$ cat src/rtl/hex_fp_adder.sv
module hex_fp_adder #(
  parameter int FRAC_DIGITS = 6,
  parameter int EXP_W = 7
) (
  input  logic                             clk,
  input  logic                             rst_n,
  input  logic                             start,
  input  logic                             sub,
  input  logic [4*FRAC_DIGITS+EXP_W:0]     op_a,
  input  logic [4*FRAC_DIGITS+EXP_W:0]     op_b,
  output logic [4*FRAC_DIGITS+EXP_W:0]     result,
  output logic                             done,
  output logic                             exp_ovf,
  output logic                             exp_unf,
  output logic                             signif
);
  localparam int FW = 4 * FRAC_DIGITS;
  localparam int WW = FW + EXP_W + 1;
  localparam int MW = FW + 4;
  localparam int ND = FRAC_DIGITS + 1;
  localparam int XW = EXP_W + 2;
  localparam int LW = $clog2(ND + 1);

  wire             sa = op_a[WW-1];
  wire             sb = op_b[WW-1] ^ sub;
  wire [EXP_W-1:0] ea = op_a[WW-2 -: EXP_W];
  wire [EXP_W-1:0] eb = op_b[WW-2 -: EXP_W];
  wire             a_big = ea >= eb;

  wire             s_big = a_big ? sa : sb;
  wire             s_sml = a_big ? sb : sa;
  wire [EXP_W-1:0] e_big = a_big ? ea : eb;
  wire [EXP_W-1:0] diff  = a_big ? ea - eb : eb - ea;
  wire [MW-1:0]    m_big = a_big ? {op_a[FW-1:0], 4'h0} : {op_b[FW-1:0], 4'h0};
  wire [MW-1:0]    m_raw = a_big ? {op_b[FW-1:0], 4'h0} : {op_a[FW-1:0], 4'h0};
  wire [MW-1:0]    m_sml = (diff > EXP_W'(FRAC_DIGITS)) ? '0 : m_raw >> {diff, 2'b00};

  logic [MW:0]            sum;
  logic                   r_sign;
  logic [MW-1:0]          m, m_n;
  logic [LW-1:0]          lz;
  logic                   found;
  logic signed [XW-1:0]   e;
  logic                   zero, ovf, unf;
  logic [WW-1:0]          word;

  always_comb begin
    if (s_big == s_sml) begin
      sum    = {1'b0, m_big} + {1'b0, m_sml};
      r_sign = s_big;
    end else if (m_big >= m_sml) begin
      sum    = {1'b0, m_big} - {1'b0, m_sml};
      r_sign = s_big;
    end else begin
      sum    = {1'b0, m_sml} - {1'b0, m_big};
      r_sign = s_sml;
    end
    m = sum[MW] ? {3'b000, sum[MW:4]} : sum[MW-1:0];
    lz = '0;
    found = 1'b0;
    for (int i = ND - 1; i >= 0; i--) begin
      if (!found) begin
        if (m[4*i +: 4] != 4'h0) found = 1'b1;
        else lz = lz + 1'b1;
      end
    end
    m_n  = m << {lz, 2'b00};
    e    = XW'(e_big) + XW'(sum[MW]) - XW'(lz);
    zero = (m == '0);
    ovf  = !zero && !e[XW-1] && e[EXP_W];
    unf  = !zero && e[XW-1];
    word = zero ? '0 : {r_sign, e[EXP_W-1:0], m_n[MW-1:4]};
  end

  always_ff @(posedge clk) begin
    if (!rst_n) begin
      result  <= '0;
      done    <= 1'b0;
      exp_ovf <= 1'b0;
      exp_unf <= 1'b0;
      signif  <= 1'b0;
    end else begin
      done    <= start;
      exp_ovf <= start & ovf;
      exp_unf <= start & unf;
      signif  <= start & zero;
      if (start) result <= word;
    end
  end

  AST_DONE_AFTER_START: assert property (@(posedge clk) disable iff (!rst_n) start |=> done);
  AST_NO_SPURIOUS_DONE: assert property (@(posedge clk) disable iff (!rst_n) !start |=> !done);
  AST_NORMALIZED_OUT: assert property (@(posedge clk) disable iff (!rst_n) (done && !signif) |-> (result[FW-1 -: 4] != 4'h0));
  AST_ZERO_WORD: assert property (@(posedge clk) disable iff (!rst_n) (done && signif) |-> (result == '0 && !exp_ovf && !exp_unf));
  AST_ONE_EXP_FLAG: assert property (@(posedge clk) disable iff (!rst_n) $countones({exp_ovf, exp_unf, signif}) <= 1);
  AST_FLAGS_QUIET: assert property (@(posedge clk) disable iff (!rst_n) !done |-> !(exp_ovf || exp_unf || signif));
endmodule

$ cat config.mk
export PLATFORM = sky130hd
export DESIGN_NAME = hex_fp_adder
export DESIGN_NICKNAME = d
export VERILOG_FILES = /design/src/rtl/hex_fp_adder.sv
export SDC_FILE = /design/constraint.sdc
export NUM_CORES = 1
export LEC_CHECK = 0
export ABC_AREA = 1
export CORE_ASPECT_RATIO = 0.7
export CORE_MARGIN = 2
export CORE_UTILIZATION = 55
export CTS_BUF_LIST = sky130_fd_sc_hd__clkbuf_8
export CTS_CLUSTER_SIZE = 14
export DETAILED_ROUTE_END_ITERATION = 10
export PLACE_DENSITY = 0.83
export SYNTH_ARGS = -nofsm -noshare
export SYNTH_HDL_FRONTEND = slang
export SYNTH_SLANG_ARGS = --single-unit
$ cat constraint.sdc
create_clock -name clk -period 9.23 [get_ports clk]
set_input_delay 1.3845 -clock clk [delete_from_list [all_inputs] [get_ports clk]]
set_output_delay 1.3845 -clock clk [all_outputs]
set_load 0.02 [all_outputs]
==> metrics.txt, run 1 <==
WEP type sequential cell input; share of the synthesized area in the top cell type 22.6%; Error [ERROR GRT-0232] Routing congestion too high. Check the congestion heatmap in the GUI.; main combinational cell family by area after synthesis simple AND/OR/NAND/NOR gates; Die W about 170 um; status did not finish; H-tree Lvls 2; adder-cell share of the synthesized area 12.9%; simple logic cell fraction of the synthesized area 43.6%; starting density of the core a little under three fifths; hold_buf cts 0; Core Rows 42; Mapped Avg Cell Area approximately 5.4 um2; flops & latches, synth 36; Cell Area, Placed 0.0149 mm2; Area contributors post-synth nand2_1 23%, ha_1 12%, inv_1 9.9%; Synth Area in Compound Gates between 10% and 20%; Primary FF master, synth dfxtp_1; deepest clock path buffer count 2; number of enable flip-flop cells after synthesis 0; grt ovf between 200 and 250; yosys warns 0; GPL Wtd Cong 1.19; root buffer cell clkbuf_8; largest net degree at the start of global routing 33; TritonCTS buffer count 5; failing step global routing (5_1_grt); Sink Count 36; Yosys cell types 55; Mapped Cells ~1900; Ports around 100; PortBufs slightly above 100; hpwl dp 36.5 mm; syn_nets between 2000 and 2500; multiplexer share of the synthesized area 0%; xor-xnor portion of the synthesized cell area approximately 4.4%; ys async rst share 0%; area of the mapped netlist roughly 0.010 mm2; die height approximately 120 um; post-synthesis sequential area ratio between 6 and 7%; Total GRT Usage 85.8%; GRT worst endpoint exp_ovf$_SDFF_PN0_/D; cell taking the most area after synthesis nand2_1; placed cells about 2600
-- per-layer routing --
layer / GRT usage (%) / GRT overflow
met1: 85.0 / 4
met2: 96.8 / 126
met3: 76.4 / 4
met4: 88.7 / 74
met5: 44.8 / 3
-- cells by family after synthesis --
family                     Yosys count
AOI/OAI and AO/OA                  322
and+or+nand+nor                   1051
xor gates and xnor gates            53
DFF                                 36
buffers and inverters              372
adders and majority gates          105
-- repair_timing --
item | CTS
setup endpoints to repair | 14
buffers inserted | 52
resized for setup | 209
pin swaps | 89
gates cloned | 2
-- cells in the mapped netlist (14+ instances only) --
library cell	instances
nand2_1	631
inv_1	276
nand3_1	178
nor2_1	137
a21oi_1	123
o21ai_0	117
ha_1	100
xor2_1	49
clkbuf_1	37
dfxtp_1	36
nand4_1	28
o21ai_1	25
buf_2	16
buf_6	16
nand2_2	14
-- stage by stage --
| stage | hold slack (ns) | setup TNS, ns | setup WS, ns |
|---|---|---|---|
| 3_3_place_gp | 0.439 | -4.23 | -0.764 |
| 4_1_cts | 0.459 | 0 | 0.00224 |
| 3_5_place_dp | 0.442 | -13.10 | -1.28 |
| 2_1_floorplan | 0.531 | -0.0123 | -0.0123 |
==> run 2: changes to the inputs <==
==> config.mk (replaced) <==
export PLATFORM = sky130hd
export DESIGN_NAME = hex_fp_adder
export DESIGN_NICKNAME = d
export VERILOG_FILES = /design/src/rtl/hex_fp_adder.sv
export SDC_FILE = /design/constraint.sdc
export NUM_CORES = 1
export LEC_CHECK = 0
export ABC_AREA = 1
export CORE_MARGIN = 2
export CORE_UTILIZATION = 40
export DETAILED_ROUTE_END_ITERATION = 10
export PLACE_DENSITY_LB_ADDON = 0.15
export SYNTH_ARGS = -nofsm -noshare
export SYNTH_HDL_FRONTEND = slang
export SYNTH_SLANG_ARGS = --single-unit
==> constraint.sdc (replaced) <==
create_clock -name clk -period 12 [get_ports clk]
set_input_delay 1.8 -clock clk [delete_from_list [all_inputs] [get_ports clk]]
set_output_delay 1.8 -clock clk [all_outputs]
set_load 0.02 [all_outputs]
==> metrics.txt, run 2 <==
vias 12500; leakage 6.37 nW; PortBufs 103 (unchanged); first-pass GRT wire length ~63 mm; CTS tree built; Ports 104 (unchanged); Mapped Avg Cell Area 5.40 um2 (unchanged); Setup CP Type in2reg; area of the mapped netlist 0.0105 mm2 (unchanged); met2 wire length about 18 mm; Routed WL between 40 and 50 mm; Area contributors post-synth nand2_1 23%, ha_1 12%, inv_1 9.9% (unchanged); Worst Skew 0 ns; Metal-1 WL around 19 mm; number of enable flip-flop cells after synthesis 0 (unchanged); layout cell share with drive strength beyond 1 under 10%; endpoints failing hold 0; clock-pin slew on the worst setup and hold paths 0.05 ns; Peak VDD IR 69.7 uV; DRT antenna net count 0; area of the die between 0.02 and 0.03 mm2; Iteration-0 DRC Markers between 1000 and 1500; Detailed Routing Iterations Pass 1 6; Slew Limit Fails 0; hpwl dp 34.4 mm (was 36.5 mm); Peak Freq about 90 MHz; Sink Count 36 (unchanged); Skew-Pair Late Insertion Delay ~0.27 ns; syn_nets 2112 (unchanged); largest net degree at the start of global routing between 70 and 80; Max-Cap Viols 0; most frequent cell after synthesis nand2_1 (unchanged); ys async rst share 0% (unchanged); Final Util between 40 and 50%; deepest clock path buffer count 2 (unchanged); setup ws final ~0.92 ns; Total GRT Usage between 20% and 30%; Cell Area, Placed 0.0117 mm2 (was 0.0149 mm2); Area Overhead vs Synth 15.6%; diode count 0; Tcrit/Tclk final 92.4%; flops & latches, synth 36 (unchanged); post-synthesis sequential area ratio 6.88% (unchanged); synth cell count leaders 631 x nand2_1, 276 x inv_1, 178 x nand3_1, 137 x nor2_1, 123 x a21oi_1 (unchanged); CP peak stage delay around 0.58 ns; WL/cell around 17 um; crit start category primary input; DRC viols 0; TritonCTS buffer count 5 (unchanged); metal3 WL about 3 mm; GPL Wtd Cong 1.00 (was 1.19); multi-input combinational cell area between 0.008 and 0.009 mm2; root buffer cell clkbuf_16 (was clkbuf_8); drt via density between 5 and 6; Yosys cell types 55 (unchanged); Largest register FFs 32; slowest stage cell, crit path clkdlybuf4s50_1; number of global-route vias before repair roughly 12000; Die W 166 um (was 169 um); hold crit path type reg2reg; commonest non-fill, non-tap cell in the layout nand2_1; Core Rows 59 (was 42); Sequential Area roughly 720 um2; die height 166 um (was 119 um); starting density of the core 40.4% (was 55.8%); cell taking the most area after synthesis nand2_1 (unchanged); actual slew at the worst max-slew pin around 1.2 ns; Design Power about 1.3 mW; CP endpoint kind flop; initial antenna violation count 1; Place WS 0.410 ns (was -1.28 ns); Primary FF master, synth dfxtp_1 (unchanged); Worst Path Required approximately 12 ns; status completed (was did not finish); Nets 2183; setup TNS 0 ns; CP arrival between 10 and 15 ns; r2r setup slk around 11 ns; largest register by flop count result; Worst path most repeated cell nand2_1; Core Footprint roughly 0.026 mm2; Max Used Layer met5; grt ovf 0; Cell Pwr Density around 110 mW/mm2; Tmin final around 11 ns; share of the synthesized area in the top cell type 22.6% (unchanged); setup violators final 0; slew margin rel. ~18%; Fill cells between 2000 and 3000; yosys warns 0 (unchanged); H-tree Lvls 2 (unchanged); CP Max Fanout 39; Final Instance Area 0.0121 mm2; Mapped Cells 1939 (unchanged); commonest cells after routing, fill and taps aside 628 x nand2_1, 274 x inv_1, 178 x nand3_1, 131 x nor2_1, 119 x a21oi_1
## run 2: cell counts after synthesis
No cell type changed its count.
## run 2: worst max-delay path, delay by kind of cell
family	cells	cell delay [ns]
and+or+nand+nor	32	3.37
adders and majority gates	7	2.34
buffers and inverters	12	2.03
AOI/OAI and AO/OA	9	1.70
## run 2: cell type report
type	instances	share of cell area, %
multi-input cells	1531	68.4
repair buffers	148	11.9
inverters	287	8.96
flip-flops and latches	36	5.95
well taps	335	3.46
clock buffers	8	1.21
repair inverters	1	0.0620
## run 2: power by group
part | switching [mW] | internal, mW | leakage (nW) | total [mW]
clock network | 0.0436 | 0.0826 | 0.0712 | 0.126
logic | 0.703 | 0.350 | 6.00 | 1.05
registers | 0.0129 | 0.143 | 0.297 | 0.156
## run 2: path summary, 6_finish.rpt
path	end	depth (start not counted)	startpoint
worst min register to register	result[25]$_SDFFE_PN0P_	2	result[25]$_SDFFE_PN0P_
worst min-delay path	result[25]$_SDFFE_PN0P_	2	result[25]$_SDFFE_PN0P_
worst max register to register	result[29]$_SDFFE_PN0P_	1	result[29]$_SDFFE_PN0P_
worst max-delay path	exp_ovf$_SDFF_PN0_	60	op_a[25]
## run 2: stage by stage
step / hold slack [ns] / std cells
3_3_place_gp: 0.439 / 2327
5_1_grt: 0.471 / 2346
3_5_place_dp: 0.441 / 2327
6_report: 0.451 / 2346
2_1_floorplan: 0.531 / 1939
4_1_cts: 0.455 / 2335
## run 2: metal layers
layer | global-route usage (%) | vias to the layer above
met3 | 3.81 | 78
met2 | 44.9 | 500
li1 | - | 6331
met5 | 0 | -
met1 | 39.9 | 5635
met4 | 9.00 | 2
## run 2: logic make-up after synthesis
| group | count (synthesis) | share of synthesized area (%) |
|---|---|---|
| XOR/XNOR | 53 | 4.43 |
| buffers and inverters | 372 | 15.0 |
| flip-flops | 36 | 6.88 |
| adder cells (fa/ha/maj) | 105 | 12.9 |
| AO/OA/AOI/OAI | 322 | 17.2 |
| AND/OR/NAND/NOR | 1051 | 43.6 |
## run 2: what timing repair did
action                     CTS  global route
setup endpoints to repair    0             4
gates resized for setup      0            35
setup buffers                0             8
hold buffers                 0             0
Note: power is estimated with default switching activity, not from simulation.
